$ cat src/rtl/opnd_ea_pkg.sv
package opnd_ea_pkg;
  typedef enum logic [1:0] {ST_IDLE, ST_MEM, ST_STK} ea_state_t;
  typedef enum logic [1:0] {K_MEM, K_STACK, K_POP} ea_kind_t;
  localparam logic [2:0] BASE_CONST = 3'd4;
  localparam logic [2:0] BASE_LOCAL = 3'd5;
  localparam logic [2:0] BASE_ARG   = 3'd6;
  localparam logic [2:0] BASE_POP   = 3'd7;
endpackage

$ cat src/rtl/opnd_base_sel.sv
module opnd_base_sel
  import opnd_ea_pkg::*;
#(
  parameter int ADDR_W = 16,
  parameter int DISP_W = 6
) (
  input  logic [2:0]        sel,
  input  logic [DISP_W-1:0] disp,
  input  logic [ADDR_W-1:0] fn_ptr,
  input  logic [ADDR_W-1:0] const_base,
  input  logic [ADDR_W-1:0] local_ptr,
  input  logic [ADDR_W-1:0] arg_ptr,
  output logic [ADDR_W-1:0] addr,
  output ea_kind_t          kind,
  output logic              follow
);
  localparam int WIN = 1 << DISP_W;

  logic [ADDR_W-1:0] disp_x;
  logic [ADDR_W-1:0] win_addr [4];

  assign disp_x = ADDR_W'(disp);

  for (genvar g = 0; g < 4; g++) begin : g_win
    assign win_addr[g] = fn_ptr + ADDR_W'(g * WIN) + disp_x;
  end

  always_comb begin
    addr   = win_addr[sel[1:0]];
    kind   = K_MEM;
    follow = 1'b1;
    case (sel)
      BASE_CONST: begin
        addr   = const_base + disp_x;
        follow = 1'b0;
      end
      BASE_LOCAL: begin
        addr   = local_ptr + disp_x;
        kind   = K_STACK;
        follow = 1'b0;
      end
      BASE_ARG: begin
        addr   = arg_ptr + disp_x + ADDR_W'(1);
        kind   = K_STACK;
        follow = 1'b0;
      end
      BASE_POP: begin
        addr   = '0;
        kind   = K_POP;
        follow = 1'b0;
      end
      default: ;
    endcase
  end
endmodule

$ cat src/rtl/opnd_fwd_chaser.sv
module opnd_fwd_chaser #(
  parameter int ADDR_W = 16,
  parameter int DATA_W = 32,
  parameter int TAG_W = 3,
  parameter logic [TAG_W-1:0] FWD_TAG = '1,
  parameter int MAX_HOPS = 16
) (
  input  logic              clk,
  input  logic              rst,
  input  logic              launch,
  input  logic [ADDR_W-1:0] launch_addr,
  input  logic              follow,
  output logic              mem_req,
  output logic [ADDR_W-1:0] mem_addr,
  input  logic              mem_ack,
  input  logic [TAG_W-1:0]  mem_rtag,
  input  logic [DATA_W-1:0] mem_rdata,
  output logic              fin,
  output logic              fin_err,
  output logic [DATA_W-1:0] fin_data,
  output logic [TAG_W-1:0]  fin_tag
);
  localparam int HOP_W = $clog2(MAX_HOPS + 1);

  logic             active;
  logic             follow_r;
  logic [HOP_W-1:0] hops;
  logic             is_fwd;

  assign mem_req = active;
  assign is_fwd  = follow_r && (mem_rtag == FWD_TAG);

  always_ff @(posedge clk) begin
    if (rst) begin
      active   <= 1'b0;
      follow_r <= 1'b0;
      hops     <= '0;
      mem_addr <= '0;
      fin      <= 1'b0;
      fin_err  <= 1'b0;
      fin_data <= '0;
      fin_tag  <= '0;
    end else begin
      fin <= 1'b0;
      if (!active && launch) begin
        active   <= 1'b1;
        mem_addr <= launch_addr;
        follow_r <= follow;
        hops     <= '0;
      end else if (active && mem_ack) begin
        if (is_fwd && hops != HOP_W'(MAX_HOPS)) begin
          mem_addr <= mem_rdata[ADDR_W-1:0];
          hops     <= hops + 1'b1;
        end else begin
          active   <= 1'b0;
          fin      <= 1'b1;
          fin_err  <= is_fwd;
          fin_data <= mem_rdata;
          fin_tag  <= mem_rtag;
        end
      end
    end
  end
endmodule

$ cat src/rtl/opnd_ea_gen.sv
module opnd_ea_gen
  import opnd_ea_pkg::*;
#(
  parameter int ADDR_W = 16,
  parameter int DATA_W = 32,
  parameter int TAG_W = 3,
  parameter int DISP_W = 6,
  parameter logic [TAG_W-1:0] FWD_TAG = '1,
  parameter int MAX_HOPS = 16,
  localparam int FIELD_W = DISP_W + 3
) (
  input  logic               clk,
  input  logic               rst,
  input  logic               start,
  input  logic [FIELD_W-1:0] opnd_field,
  input  logic               is_store,
  input  logic [ADDR_W-1:0]  fn_ptr,
  input  logic [ADDR_W-1:0]  const_base,
  input  logic [ADDR_W-1:0]  local_ptr,
  input  logic [ADDR_W-1:0]  arg_ptr,
  input  logic [DATA_W-1:0]  stk_top,
  output logic [ADDR_W-1:0]  stk_idx,
  input  logic [DATA_W-1:0]  stk_rdata,
  output logic               stk_pop,
  output logic               mem_req,
  output logic [ADDR_W-1:0]  mem_addr,
  input  logic               mem_ack,
  input  logic [TAG_W-1:0]   mem_rtag,
  input  logic [DATA_W-1:0]  mem_rdata,
  output logic               done,
  output logic               is_stack,
  output logic               err,
  output logic [ADDR_W-1:0]  ea_out,
  output logic [DATA_W-1:0]  data_out,
  output logic [TAG_W-1:0]   tag_out
);
  ea_state_t         state;
  ea_kind_t          kind;
  logic [ADDR_W-1:0] calc_addr;
  logic              follow;
  logic              launch;
  logic              fin;
  logic              fin_err;
  logic [DATA_W-1:0] fin_data;
  logic [TAG_W-1:0]  fin_tag;

  opnd_base_sel #(.ADDR_W(ADDR_W), .DISP_W(DISP_W)) u_sel (
    .sel        (opnd_field[FIELD_W-1 -: 3]),
    .disp       (opnd_field[DISP_W-1:0]),
    .fn_ptr     (fn_ptr),
    .const_base (const_base),
    .local_ptr  (local_ptr),
    .arg_ptr    (arg_ptr),
    .addr       (calc_addr),
    .kind       (kind),
    .follow     (follow)
  );

  assign launch = start && (state == ST_IDLE) && (kind == K_MEM);

  opnd_fwd_chaser #(
    .ADDR_W(ADDR_W), .DATA_W(DATA_W), .TAG_W(TAG_W),
    .FWD_TAG(FWD_TAG), .MAX_HOPS(MAX_HOPS)
  ) u_chase (
    .clk         (clk),
    .rst         (rst),
    .launch      (launch),
    .launch_addr (calc_addr),
    .follow      (follow),
    .mem_req     (mem_req),
    .mem_addr    (mem_addr),
    .mem_ack     (mem_ack),
    .mem_rtag    (mem_rtag),
    .mem_rdata   (mem_rdata),
    .fin         (fin),
    .fin_err     (fin_err),
    .fin_data    (fin_data),
    .fin_tag     (fin_tag)
  );

  always_ff @(posedge clk) begin
    if (rst) begin
      state    <= ST_IDLE;
      stk_idx  <= '0;
      stk_pop  <= 1'b0;
      done     <= 1'b0;
      is_stack <= 1'b0;
      err      <= 1'b0;
      ea_out   <= '0;
      data_out <= '0;
      tag_out  <= '0;
    end else begin
      done    <= 1'b0;
      stk_pop <= 1'b0;
      case (state)
        ST_IDLE: if (start) begin
          case (kind)
            K_MEM:   state <= ST_MEM;
            K_STACK: begin
              stk_idx <= calc_addr;
              state   <= ST_STK;
            end
            default: begin
              done     <= 1'b1;
              stk_pop  <= !is_store;
              err      <= is_store;
              is_stack <= 1'b1;
              ea_out   <= '0;
              data_out <= stk_top;
              tag_out  <= '0;
            end
          endcase
        end
        ST_MEM: if (fin) begin
          done     <= 1'b1;
          err      <= fin_err;
          is_stack <= 1'b0;
          ea_out   <= mem_addr;
          data_out <= fin_data;
          tag_out  <= fin_tag;
          state    <= ST_IDLE;
        end
        default: begin
          done     <= 1'b1;
          err      <= 1'b0;
          is_stack <= 1'b1;
          ea_out   <= stk_idx;
          data_out <= stk_rdata;
          tag_out  <= '0;
          state    <= ST_IDLE;
        end
      endcase
    end
  end
endmodule

$ cat config.mk
export PLATFORM = sky130hd
export DESIGN_NAME = opnd_ea_gen
export DESIGN_NICKNAME = d
export VERILOG_FILES = /design/src/rtl/opnd_ea_pkg.sv /design/src/rtl/opnd_base_sel.sv /design/src/rtl/opnd_fwd_chaser.sv /design/src/rtl/opnd_ea_gen.sv
export SDC_FILE = /design/constraint.sdc
export NUM_CORES = 1
export LEC_CHECK = 0
export BUFFER_PORTS_ARGS = -buffer_cell sky130_fd_sc_hd__buf_2
export CAP_MARGIN = 5
export CORE_UTILIZATION = 40
export CTS_CLUSTER_SIZE = 25
export DETAILED_ROUTE_END_ITERATION = 16
export PLACE_DENSITY = 0.66
export REMOVE_ABC_BUFFERS = 1
export SLEW_MARGIN = 15
export SYNTH_ARGS = -nofsm -noshare
export SYNTH_HDL_FRONTEND = slang
export SYNTH_SLANG_ARGS = --single-unit
$ cat constraint.sdc
create_clock -name clk -period 10.97 [get_ports clk]
set_clock_uncertainty 0.15 [all_clocks]
set_input_delay 3.291 -clock clk [delete_from_list [all_inputs] [get_ports clk]]
set_output_delay 3.291 -clock clk [all_outputs]
set_load 0.02 [all_outputs]
==> metrics.md <==
| Metric | Value |
|---|---|
| Status | `complete, no violations` |
| DR vias/cell | `5.417` |
| Overall Power | `1.383 mW` |
| Die Ht | `140.8 µm` |
| Area of the multi-input gates | `4702 µm²` |
| GRT Residual Overflow | `0` |
| WP data arrival | `6670 ps` |
| Initial antenna violation count | `1` |
| Clock Sinks | `133` |
| Mux contribution to synthesized area | `0.08220` |
| Worst r2r src | `state[0]$_SDFFE_PP0P_` |
| Final Wtd Congestion | `0.9095` |
| Synth warn | `0` |
| Yosys top cell area share | `0.3457` |
| Worst Hold Depth | `2` |
| TritonCTS clock tree | `yes` |
| Dpl hpwl | `18280 µm` |
| Kind of critical path | `input pin to flip-flop` |
| RSZ-0062 raised after global routing | `no` |
| Final setup fails | `0` |
| Area Overhead vs Synth | `25.96%` |
| Adder-cell area share of the yosys netlist | `0.04191` |
| Initial core utilization | `0.4104` |
| Chip Width | `140.8 µm` |
| H-Tree Depth | `4` |
| CORE AREA | `18770 µm²` |
| Residual DRC | `0` |
| Final hold slack | `297.4 ps` |
| Worst EP required | `11080 ps` |
| Switching share of total power | `0.2925` |
| 1st-iter DRT viols | `475` |
| Ports | `265` |
| Fraction of layout cells with a size suffix above 1 | `0.2627` |
| Crit. End Element | `flip-flop` |
| Worst Hold Launch | `data_out[29]$_SDFFE_PP0P_` |
| Syn Std Cell Area | `7702 µm²` |
| Gate power share | `0.200` |
| Post-Synthesis Cells | `1008` |
| Most frequent cells in the layout | `buf_2, nand2_1, dfxtp_1` |
| Synth cell types | `66` |
| Tightest Pin Transition | `1033 ps` |
| Max VDD drop | `0.00008520 V` |
| Fin. Hold Viols | `0` |
| CTS resizes | `0` |
| Final Max Tran Viols | `0` |
| Synth top area cells | `dfxtp_1, nand2_1, mux2i_1, a21oi_1, nor2_1` |
| Die area | `19810 µm²` |
| Core Rows | `50` |
| Routed WL | `25150 µm` |
| Worst Hold Endpoint | `data_out[29]$_SDFFE_PP0P_` |
| Via count | `8001` |
| Clk_lat worst skew | `420 ps` |
| Net switching power | `0.4046 mW` |
| Min-delay worst type | `flip-flop to flip-flop` |
| Total track usage | `0.2538` |
| Power Density | `142.5 nW/µm²` |
| Total of max-cap violations | `0` |
| Clock buffer depth | `2` |
| Clk root buf | `clkbuf_16` |
| Non-Filler Instances | `1477` |
| Main synth FF type | `dfxtp_1` |
| First-pass GRT wire length | `39470 µm` |
| Sequential area share after synthesis | `0.3457` |
| WL per Instance | `17.03 µm` |
| Final min period | `6555 ps` |
| Largest fanout on the critical path | `25` |
| Startpoint Class | `input pin` |
| Compound-Gate Fraction of Synth Area | `0.2175` |
| Post-CTS Hold Buffers | `0` |
| Placed cell count | `1443` |
| Port bufs | `264` |
| ANT nets after route | `0` |
| Largest family of logic cells by synthesized area | `simple AND/OR/NAND/NOR gates` |
| Fraction of registers with async set/reset | `0` |
| Cell taking the most area after synthesis | `dfxtp_1` |
| Clock power share | `0.419` |
| Clock transition at path regs | `60 ps` |
| Avg Inst Size Synth | `7.641 µm²` |
| Leakage | `4.071 nW` |
| Post-synth EDFFs | `0` |
| Reg power frac | `0.381` |
| Fmax | `152.5 MHz` |
| Largest net degree at the start of global routing | `94` |
| Length in cells of the worst reg-to-reg path | `7` |
| Setup Fix Bufs, Post-CTS | `0` |
| CTS buffer count | `17` |
| Worst slew margin | `0.3092` |
| Simple-gate portion of the synthesized area | `0.2341` |
| FF+latch area | `2668 µm²` |
| R2r setup slk | `7710 ps` |
| Fillers | `1905` |
| Seq cells post-synth | `133` |
| Commonest non-fill, non-tap cell in the layout | `buf_2` |
| Final period utilization | `0.5976` |
| Vias in the first global route | `7466` |
| Post-route setup TNS | `0 ps` |
| Count of nets after finishing | `1429` |
| R2R Path End | `err$_SDFFE_PP0P_` |
| XOR/XNOR Fraction of Synth Area | `0.03184` |
| Pint | `0.9784 mW` |
| DR pass1 iterations | `5` |
[layer usage]
layer  vias to the layer above  wire length (µm)  global-route usage
met5                         -                 0                   0
met4                         0               414             0.08410
li1                       4008                 -                   -
met3                        28              1571             0.04721
met2                       312             11590              0.4169
met1                      3653             11570              0.3347
[cell usage after synthesis, drive strengths merged, types with 7 or more instances]
| master | count |
|---|---|
| nand2 | 218 |
| dfxtp | 133 |
| a21oi | 100 |
| nor2 | 87 |
| mux2i | 53 |
| clkbuf | 52 |
| o21ai | 46 |
| nor3 | 35 |
| a211oi | 29 |
| ha | 21 |
| inv | 20 |
| nand3 | 18 |
| xnor2 | 17 |
| buf | 15 |
| a221oi | 14 |
| xor2 | 11 |
| o211ai | 10 |
| and2 | 8 |
| mux2 | 8 |
| nand3b | 8 |
| a21o | 7 |
[flip-flops by register name (all words and copies together), names as in the netlist]
register / cells
u_chase.mem_addr: 16
u_chase.fin: 1
u_chase.follow_r: 1
stk_idx: 16
u_chase.fin_err: 1
tag_out: 3
is_stack: 1
u_chase.hops: 5
state: 2
stk_pop: 1
u_chase.fin_tag: 3
done: 1
u_chase.mem_req: 1
data_out: 32
u_chase.fin_data: 32
ea_out: 16
err: 1
[power groups by stage]
stage | clock network [mW] | registers (mW) | logic [mW]
final | 0.579 | 0.527 | 0.277
after global routing | 0.611 | 0.530 | 0.306
after floorplan | 0 | 0.559 | 0.139
after detailed placement | 0 | 0.537 | 0.276
after global placement | 0 | 0.537 | 0.275
after CTS | 0.588 | 0.527 | 0.277
[cells by family (layout without fill, tap and decap cells)]
logic type	count (synthesis)	in the layout
buf+inv	88	321
flops	133	133
simple gates	413	413
other cells	0	2
mux	61	61
xor+xnor	28	28
compound gates	261	261
fa+ha+maj	24	24
[through the flow]
stage / cell area (µm²) / utilization / setup slack [ps]
after detailed placement: 9095 / 0.4846 / 3986
final: 9702 / 0.5169 / 4415
after global placement: 9095 / 0.4846 / 4058
after floorplan: 7421 / - / 4987
after global routing: 9697 / 0.5167 / 4086
after CTS: 9697 / 0.5167 / 4440
[worst max-delay path, stage by stage]
cell      delay [ps]
buf_2            400
nand3b_1         620
nand2_1          230
nand2_1           80
ha_1             340
or2_2            330
a21oi_1          440
nor3_1           110
xnor2_1          150
a221oi_1         500
o32ai_1          160
[worst max-delay path by stage]
stage	cells past startpoint	startpoint	end
3_5_place_dp	13	opnd_field[8]	stk_idx[10]$_SDFFE_PP0P_
3_3_place_gp	13	opnd_field[8]	stk_idx[10]$_SDFFE_PP0P_
5_1_grt	13	opnd_field[8]	u_chase.mem_addr[14]$_SDFFE_PP0P_
6_report	11	opnd_field[8]	u_chase.mem_addr[7]$_SDFFE_PP0P_
2_1_floorplan	12	opnd_field[7]	u_chase.mem_addr[14]$_SDFFE_PP0P_
4_1_cts	13	opnd_field[8]	stk_idx[10]$_SDFFE_PP0P_
[layout make-up]
cell class | count | area share
Multi-Input combinational cell | 787 | 0.4847
Sequential cell | 133 | 0.2750
Tap cell | 234 | 0.03018
Inverter | 21 | 0.008125
Timing Repair Buffer | 268 | 0.1395
Clock inverter | 12 | 0.01599
Antenna cell | 2 | 0.0005159
Clock buffer | 20 | 0.04604
Note: power is estimated with default switching activity, not from simulation.
